**src/rtl/dbg_match_pkg.sv**
```systemverilog
package dbg_match_pkg;

    // Keep only the lowest set bit of a vector (up to 32 channels).
    function automatic logic [31:0] lsb_isolate(input logic [31:0] v);
        return v & (~v + 32'd1);
    endfunction

endpackage

```
**src/rtl/dbg_force_pipe.sv**
```systemverilog
module dbg_force_pipe #(
    parameter int NUM_CH = 4,
    parameter int DLY    = 2
) (
    input  logic              clk,
    input  logic              rst_n,
    input  logic [NUM_CH-1:0] hit_i,
    input  logic [NUM_CH-1:0] tag_i,
    output logic [NUM_CH-1:0] fire_o
);
    typedef struct packed {
        logic [DLY-1:0][NUM_CH-1:0] stg;
    } pipe_t;

    pipe_t pipe_d, pipe_q;

    always_comb begin
        pipe_d        = pipe_q;
        pipe_d.stg[0] = hit_i & ~tag_i;
        for (int i = 1; i < DLY; i++) begin
            pipe_d.stg[i] = pipe_q.stg[i-1];
        end
    end

    always_ff @(posedge clk or negedge rst_n) begin
        if (!rst_n) pipe_q <= '0;
        else        pipe_q <= pipe_d;
    end

    assign fire_o = pipe_q.stg[DLY-1];
endmodule

```
**src/rtl/dbg_tag_queue.sv**
```systemverilog
module dbg_tag_queue #(
    parameter int NUM_CH = 4,
    parameter int DEPTH  = 3
) (
    input  logic              clk,
    input  logic              rst_n,
    input  logic [NUM_CH-1:0] hit_i,
    input  logic [NUM_CH-1:0] tag_i,
    input  logic              fetch_i,
    input  logic              exec_i,
    input  logic              flush_i,
    output logic [NUM_CH-1:0] taghit_o
);
    localparam int CW = $clog2(DEPTH + 1);

    typedef struct packed {
        logic [DEPTH-1:0][NUM_CH-1:0] ent;
        logic [CW-1:0]                cnt;
    } queue_t;

    queue_t        qu_d, qu_q;
    logic [CW-1:0] fill;
    logic [NUM_CH-1:0] new_tag;

    assign new_tag = hit_i & tag_i;

    always_comb begin
        qu_d     = qu_q;
        taghit_o = '0;
        fill     = qu_q.cnt;
        if (flush_i) begin
            qu_d = '0;
        end else begin
            if (exec_i && (qu_q.cnt != '0)) begin
                taghit_o = qu_q.ent[0];
                for (int i = 0; i < DEPTH - 1; i++) begin
                    qu_d.ent[i] = qu_q.ent[i+1];
                end
                qu_d.ent[DEPTH-1] = '0;
                fill = qu_q.cnt - CW'(1);
            end
            if (fetch_i && (fill < CW'(DEPTH))) begin
                for (int i = 0; i < DEPTH; i++) begin
                    if (CW'(i) == fill) qu_d.ent[i] = new_tag;
                end
                fill = fill + CW'(1);
            end
            qu_d.cnt = fill;
        end
    end

    always_ff @(posedge clk or negedge rst_n) begin
        if (!rst_n) qu_q <= '0;
        else        qu_q <= qu_d;
    end
endmodule

```
**src/rtl/dbg_seq_core.sv**
```systemverilog
module dbg_seq_core
    import dbg_match_pkg::*;
#(
    parameter int NUM_CH     = 4,
    parameter int NUM_STATES = 4,
    parameter int SW         = $clog2(NUM_STATES)
) (
    input  logic                     clk,
    input  logic                     rst_n,
    input  logic                     arm_i,
    input  logic [NUM_CH-1:0]        ev_i,
    input  logic [NUM_STATES*SW-1:0] next_cfg_i,
    output logic [SW-1:0]            state_o,
    output logic                     done_o,
    output logic [NUM_CH-1:0]        flags_o
);
    localparam logic [SW-1:0] ST_IDLE  = '0;
    localparam logic [SW-1:0] ST_FIRST = SW'(1);
    localparam logic [SW-1:0] ST_FINAL = SW'(NUM_STATES - 1);

    typedef struct packed {
        logic [SW-1:0]     state;
        logic              done;
        logic [NUM_CH-1:0] flags;
    } seq_t;

    seq_t              seq_d, seq_q;
    logic [31:0]       win_wide;
    logic [NUM_CH-1:0] win;
    logic [SW-1:0]     nxt;

    assign win_wide = lsb_isolate(32'(ev_i));
    assign win      = win_wide[NUM_CH-1:0];
    assign nxt      = next_cfg_i[int'(seq_q.state)*SW +: SW];

    always_comb begin
        seq_d = seq_q;
        if (arm_i) begin
            seq_d.state = ST_FIRST;
            seq_d.done  = 1'b0;
            seq_d.flags = '0;
        end else if ((seq_q.state != ST_IDLE) && !seq_q.done && (|ev_i)) begin
            seq_d.state = nxt;
            seq_d.flags = seq_q.flags | win;
            if (nxt == ST_FINAL) seq_d.done = 1'b1;
        end
    end

    always_ff @(posedge clk or negedge rst_n) begin
        if (!rst_n) seq_q <= '0;
        else        seq_q <= seq_d;
    end

    assign state_o = seq_q.state;
    assign done_o  = seq_q.done;
    assign flags_o = seq_q.flags;
endmodule

```
**src/rtl/dbg_match_seq.sv**
```systemverilog
module dbg_match_seq #(
    parameter int NUM_CH     = 4,
    parameter int NUM_STATES = 4,
    parameter int Q_DEPTH    = 3,
    parameter int FORCE_DLY  = 2,
    parameter int SW         = $clog2(NUM_STATES)
) (
    input  logic                     clk,
    input  logic                     rst_n,
    input  logic                     arm_i,
    input  logic [NUM_CH-1:0]        mode_tag_i,
    input  logic [NUM_STATES*SW-1:0] next_cfg_i,
    input  logic [NUM_CH-1:0]        cmp_hit_i,
    input  logic                     fetch_i,
    input  logic                     exec_i,
    input  logic                     flush_i,
    output logic [SW-1:0]            state_o,
    output logic                     done_o,
    output logic [NUM_CH-1:0]        flags_o
);
    logic [NUM_CH-1:0] forced_ev;
    logic [NUM_CH-1:0] tagged_ev;
    logic [NUM_CH-1:0] any_ev;

    dbg_force_pipe #(.NUM_CH(NUM_CH), .DLY(FORCE_DLY)) u_force (
        .clk    (clk),
        .rst_n  (rst_n),
        .hit_i  (cmp_hit_i),
        .tag_i  (mode_tag_i),
        .fire_o (forced_ev)
    );

    dbg_tag_queue #(.NUM_CH(NUM_CH), .DEPTH(Q_DEPTH)) u_queue (
        .clk      (clk),
        .rst_n    (rst_n),
        .hit_i    (cmp_hit_i),
        .tag_i    (mode_tag_i),
        .fetch_i  (fetch_i),
        .exec_i   (exec_i),
        .flush_i  (flush_i),
        .taghit_o (tagged_ev)
    );

    assign any_ev = forced_ev | tagged_ev;

    dbg_seq_core #(.NUM_CH(NUM_CH), .NUM_STATES(NUM_STATES), .SW(SW)) u_seq (
        .clk        (clk),
        .rst_n      (rst_n),
        .arm_i      (arm_i),
        .ev_i       (any_ev),
        .next_cfg_i (next_cfg_i),
        .state_o    (state_o),
        .done_o     (done_o),
        .flags_o    (flags_o)
    );
endmodule

```
**config.mk**
```make
export PLATFORM = sky130hd
export DESIGN_NAME = dbg_match_seq
export DESIGN_NICKNAME = d
export VERILOG_FILES = /design/src/rtl/dbg_match_pkg.sv /design/src/rtl/dbg_force_pipe.sv /design/src/rtl/dbg_tag_queue.sv /design/src/rtl/dbg_seq_core.sv /design/src/rtl/dbg_match_seq.sv
export SDC_FILE = /design/constraint.sdc
export NUM_CORES = 1
export LEC_CHECK = 0
export ABC_AREA = 1
export BUFFER_PORTS_ARGS = -buffer_cell sky130_fd_sc_hd__buf_4
export CORE_AREA = 5 5 44 83
export CTS_CLUSTER_DIAMETER = 150
export DETAILED_ROUTE_END_ITERATION = 7
export DIE_AREA = 0 0 49 88
export MAX_ROUTING_LAYER = met4
export PLACE_DENSITY = 0.76
export SLEW_MARGIN = 20
export SYNTH_ARGS = -nofsm -noshare
export SYNTH_HDL_FRONTEND = slang
export SYNTH_SLANG_ARGS = --single-unit
```
**constraint.sdc**
```tcl
create_clock -name clk -period 2.8 [get_ports clk]
set_input_delay 0 -clock clk [delete_from_list [all_inputs] [get_ports clk]]
set_output_delay 0 -clock clk [all_outputs]
set_load 0.01 [all_outputs]
```
# == After elaboration in Yosys (flattened, before gate mapping) ==
# Cells that the tools add are included.
# totals
regBits,29
latchBits,0
ramBits,0
rom_bits,0
in_bits,22
out_inout_bits,7
word_cells,50
n_memories,0
# classes
addsub,3
mul,0
n_div,0
order_cmp,1
n_eq_ne,3
shifts,1
muxes,14
bitwise_logic,7
reduce_logical,12
# ops
op,count
$mux W12,2
$mux W4,5
$mux W14,1
$mux W7,2
$and A4 B4 Y4,3
$not A4 Y4,2
$or A4 B4 Y4,2
$reduce_bool A2 Y1,4
$shiftx A8 B4 Y2,1
$mux W2,3
$add A4 B1 Y4 const B,1
$logic_and A1 B1 Y1,4
$reduce_or A4 Y1,1
$add A2 B1 Y2 const B,1
$eq A1 B2 Y1 const A,1
$eq A2 B2 Y1 const A,1
$eq A2 B2 Y1 const B,1
$logic_not A2 Y1,1
$lt A2 B2 Y1 const B,1
$reduce_and A2 Y1,1
$sub A2 B1 Y2 const B,1
$logic_not A1 Y1,1
$mux W1,1

# == Longest topological paths before layout ==
# logic_depth
depth_word,11
ltp_mapped,12
ltp_nobuf,11

# == Cells and area by module ==
# A second synthesis with hierarchy kept.
# unflattened
hier_cells,216
hier_area_um2,1582.8
# modules_own_cells
mod,n_inst,cells_per_inst,area_per_inst_um2,seq_area_each_um2
dbg_tag_queue,1,132,894.6,350.3
dbg_seq_core,1,56,402.9,175.2
dbg_force_pipe,1,16,240.2,200.2
dbg_match_seq,1,12,45.0,0.0

# == Least setup slack after synthesis ==
# Ideal clock, no wire load.
# synth_timing
path_kind,reg2reg
from,register u_queue.qu_q[0] (netlist bit)
to,register u_queue.qu_q[2] (netlist bit)
setup_time_ns,0.133
t_arrival_ns,1.962
required_time_ns,2.667
slack_ns,0.705
path_stages_with_launch,12
path_buffers,1
period_less_slack_ns,2.095
path_cell_list,dfrtp_1 inv_1 ha_1 nor2_4 buf_6 xor2_4 inv_1 ha_1 nor2_1 nand2_1 o21ai_0 a31oi_1
# synth_rtl
item,line_no,text
"start, declared",dbg_tag_queue.sv:21,"queue_t qu_d, qu_q;"
"start signal, assigned",dbg_tag_queue.sv:54,else qu_q <= qu_d;

==> metrics.cfg <==
[run_status]
outcome = finished clean

[sta]
finalHoldViolCount = 0
slew_viol_final = 0
rsz0062_at_grt = false
min_period_over_period_pct = 84.98
fin_skew_ns = 0.004070
tightest_slew_ns = 0.4235
slew_headroom_pct = 71.70
setup_viol_count_final = 0
min_period_ns = 2.379
tns_ns = 0
fmax_mhz = 420.3

[worst_setup_path]
reg2reg_depth = 10
r2r_end = u_queue.qu_q[9]
start_kind = flop
max_stage_delay_ns = 0.37
crit_chain = inv_1 -> ha_1 -> nor2_4 -> xor2_4 -> inv_1 -> ha_1 -> nor2_1 -> nand2_1 -> o21ai_0 -> a31oi_1
slowest_stage = nor2_4
crit_buf_inv = 2
required_ns = 2.96
r2r_start = u_queue.qu_q[0]
end_kind = flop
criticalPathCategory = flop to flop
crit_arrival_ns = 2.53
r2r_setup_slack_ns = 0.42
crit_family = simple AND/OR/NAND/NOR gates
cp_max_fo = 14

[grt]
grt_use_total_pct = 17.59
grt_antenna_before_repair = 0
grt_pass1_wl_mm = 5.699
grt_pass1_vias = 1375
grt-ovfl-total = 0
grt_max_degree = 30

[pwr]
clockPowerShare_pct = 22.9
cellLeakagePower_nw = 1.005
p_int_w = 0.001011
ir_worst_vdd_v = 0.0006788
power_density_mw_per_mm2 = 851.8
switching_share_pct = 38.60
pwr-share-comb_pct = 40.2
power_frac_seq_pct = 37.0
p_total_w = 0.001647
power.switching_w = 0.0006356

[yosys]
synth_fp_nets = 212
ys.flop_type = dfrtp_1
synthTopCellsByCount = nand2_1 (50), inv_1 (31), dfrtp_1 (29)
syn_area_mm2 = 0.001508
netlist.area_leader.share_pct = 48.13
yosysSeqAreaShare_pct = 48.13
synth.avg_cell_area_um2 = 8.150
yosysWarningCount = 0
synthCells = 185
synth_top_area_cell = dfrtp_1
synth-edff-count = 0
ys_types = 20
synth_area_leaders = dfrtp_1 (48%), nand2_1 (12%), inv_1 (7.7%), o21ai_0 (4.3%), ha_1 (4.1%)
yosysMostFrequentCell = nand2_1
synth_seq_cells = 29
async_flop_share_pct = 100.0

[worst_hold_path]
hp-start = flush_i
min_path_type = input pin to flop
holdPathStages = 6
min_to = u_seq.flags_o[3]

[die]
pin_count = 29
die_area_mm2 = 0.004312
initial_utilization_pct = 51.23
dieHeight_um = 88
num_rows = 28
core_area_mm2 = 0.002943
die-width_um = 49

[clock_tree]
cts_tree = yes
cts-root-buf = clkbuf_8
htreeDepth = 2
insertion_delay_ns = 0.28
clock_sinks = 29
cts_resized = 0
cts_made_buffers = 5
cts_hold_buf = 10
post_cts_buffers = 0
clk_pin_slew_ns = 0.06
clk_path_buf_depth = 2

[final_layout]
area_growth_pct = 28.22
nets = 254
diodes = 0
final_layout_size_suffix_gt1_share_pct = 21.05

[drt]
drc = 0
first_iter_violations = 24
num_vias = 1302
wl_mm = 3.273
wire_per_inst_um = 12.69
ant_nets = 0
viasPerCell = 5.047
dr.pass1.iters = 4

[placement]
dp_hpwl_mm = 2.441
io_buffer_count = 28
gp_congestion = 0.8140

[run]
drv_cap = 0

==> registers in the layout, summed over array words and instances (netlist names) <==
name / count
u_queue.qu_q: 14
u_force.fire_o: 4
u_force.pipe_d: 4
u_seq.flags_o: 4
u_seq.state_o: 2
u_seq.done_o: 1
==> cell type report <==
cell class,instances,area (µm²)
fill,259,1010
sequential,29,725.7
multi-input combinational,120,631.9
timing repair buffer,38,310.3
inverter,33,126.4
clock buffer,7,96.34
tap,30,37.54
clock inverter,1,5.005
==> through the flow <==
stage	hold slack [ns]	utilization, %	setup WS, ns	instance area (µm²)	std cells
3_5_place_dp	-0.05898	58.84	0.4241	1732	240
3_3_place_gp	-0.06112	58.84	0.4894	1732	240
4_1_cts	0.1508	65.69	0.4115	1933	258
6_report	0.1534	65.69	0.4205	1933	258
2_1_floorplan	-0.2956	-	0.7052	1508	185
5_1_grt	0.2083	65.69	0.1148	1933	258
==> logic make-up (layout without fill, tap and decap cells) <==
logic type / Yosys count / after routing / synth area share (%)
buf+inv: 36 / 79 / 9.958
fa+ha+maj: 5 / 5 / 4.149
xor+xnor: 1 / 1 / 1.826
simple gates: 80 / 80 / 22.99
flops: 29 / 29 / 48.13
compound gates: 34 / 34 / 12.95
==> worst max path at each step <==
stage | from | end | slack [ns] | cells after the start
finish | u_queue.qu_q[0] | u_queue.qu_q[9] | 0.42 | 10
global route | u_queue.qu_q[0] | u_queue.qu_q[8] | 0.11 | 10
detailed placement | u_queue.qu_q[0] | u_queue.qu_q[9] | 0.42 | 10
floorplan | u_queue.qu_q[0] | u_queue.qu_q[2] | 0.71 | 11
CTS | u_queue.qu_q[0] | u_queue.qu_q[9] | 0.41 | 10
global placement | u_queue.qu_q[0] | u_queue.qu_q[3] | 0.49 | 10
==> worst register-to-register path, cell delays in order, from the launching register on <==
cell	delay [ns]
dfrtp_1	0.32
inv_1	0.10
ha_1	0.25
nor2_4	0.37
xor2_4	0.26
inv_1	0.09
ha_1	0.20
nor2_1	0.20
nand2_1	0.20
o21ai_0	0.22
a31oi_1	0.06
==> routing by layer <==
metal / part of all wire, % / vias up / track usage, %
met5: 0 / - / -
met4: 4.5 / 0 / 12.99
met3: 4.7 / 11 / 4.770
met2: 56 / 33 / 31.79
met1: 35 / 596 / 14.83
li1: - / 662 / -
==> cell usage in the layout, fill, tap and decap left out <==
cell type | Yosys | routed
clkbuf_8 | 0 | 7
a21oi_1 | 9 | 9
o21ai_0 | 13 | 13
clkinv_2 | 0 | 1
dfrtp_1 | 29 | 29
nor2_1 | 13 | 13
o21ai_2 | 2 | 2
ha_1 | 5 | 5
dlygate4sd3_1 | 0 | 10
buf_4 | 1 | 28
nor2_4 | 3 | 3
a21oi_2 | 2 | 2
nand4_1 | 3 | 3
xor2_4 | 1 | 1
a31oi_1 | 8 | 8
inv_2 | 1 | 1
inv_4 | 1 | 1
inv_1 | 31 | 31
nand3_1 | 9 | 9
nand2_1 | 50 | 50
nand2_2 | 2 | 2
==> power groups by stage <==
stage                     registers (W)  clock network, W  logic [W]
after floorplan                0.000613                 0   0.000486
after global placement         0.000613                 0   0.000647
after detailed placement       0.000616                 0   0.000660
after CTS                      0.000609          0.000386   0.000673
after global routing           0.000622          0.000404   0.000763
final                          0.000609          0.000377   0.000661
Power figures use the tool's default switching activity.
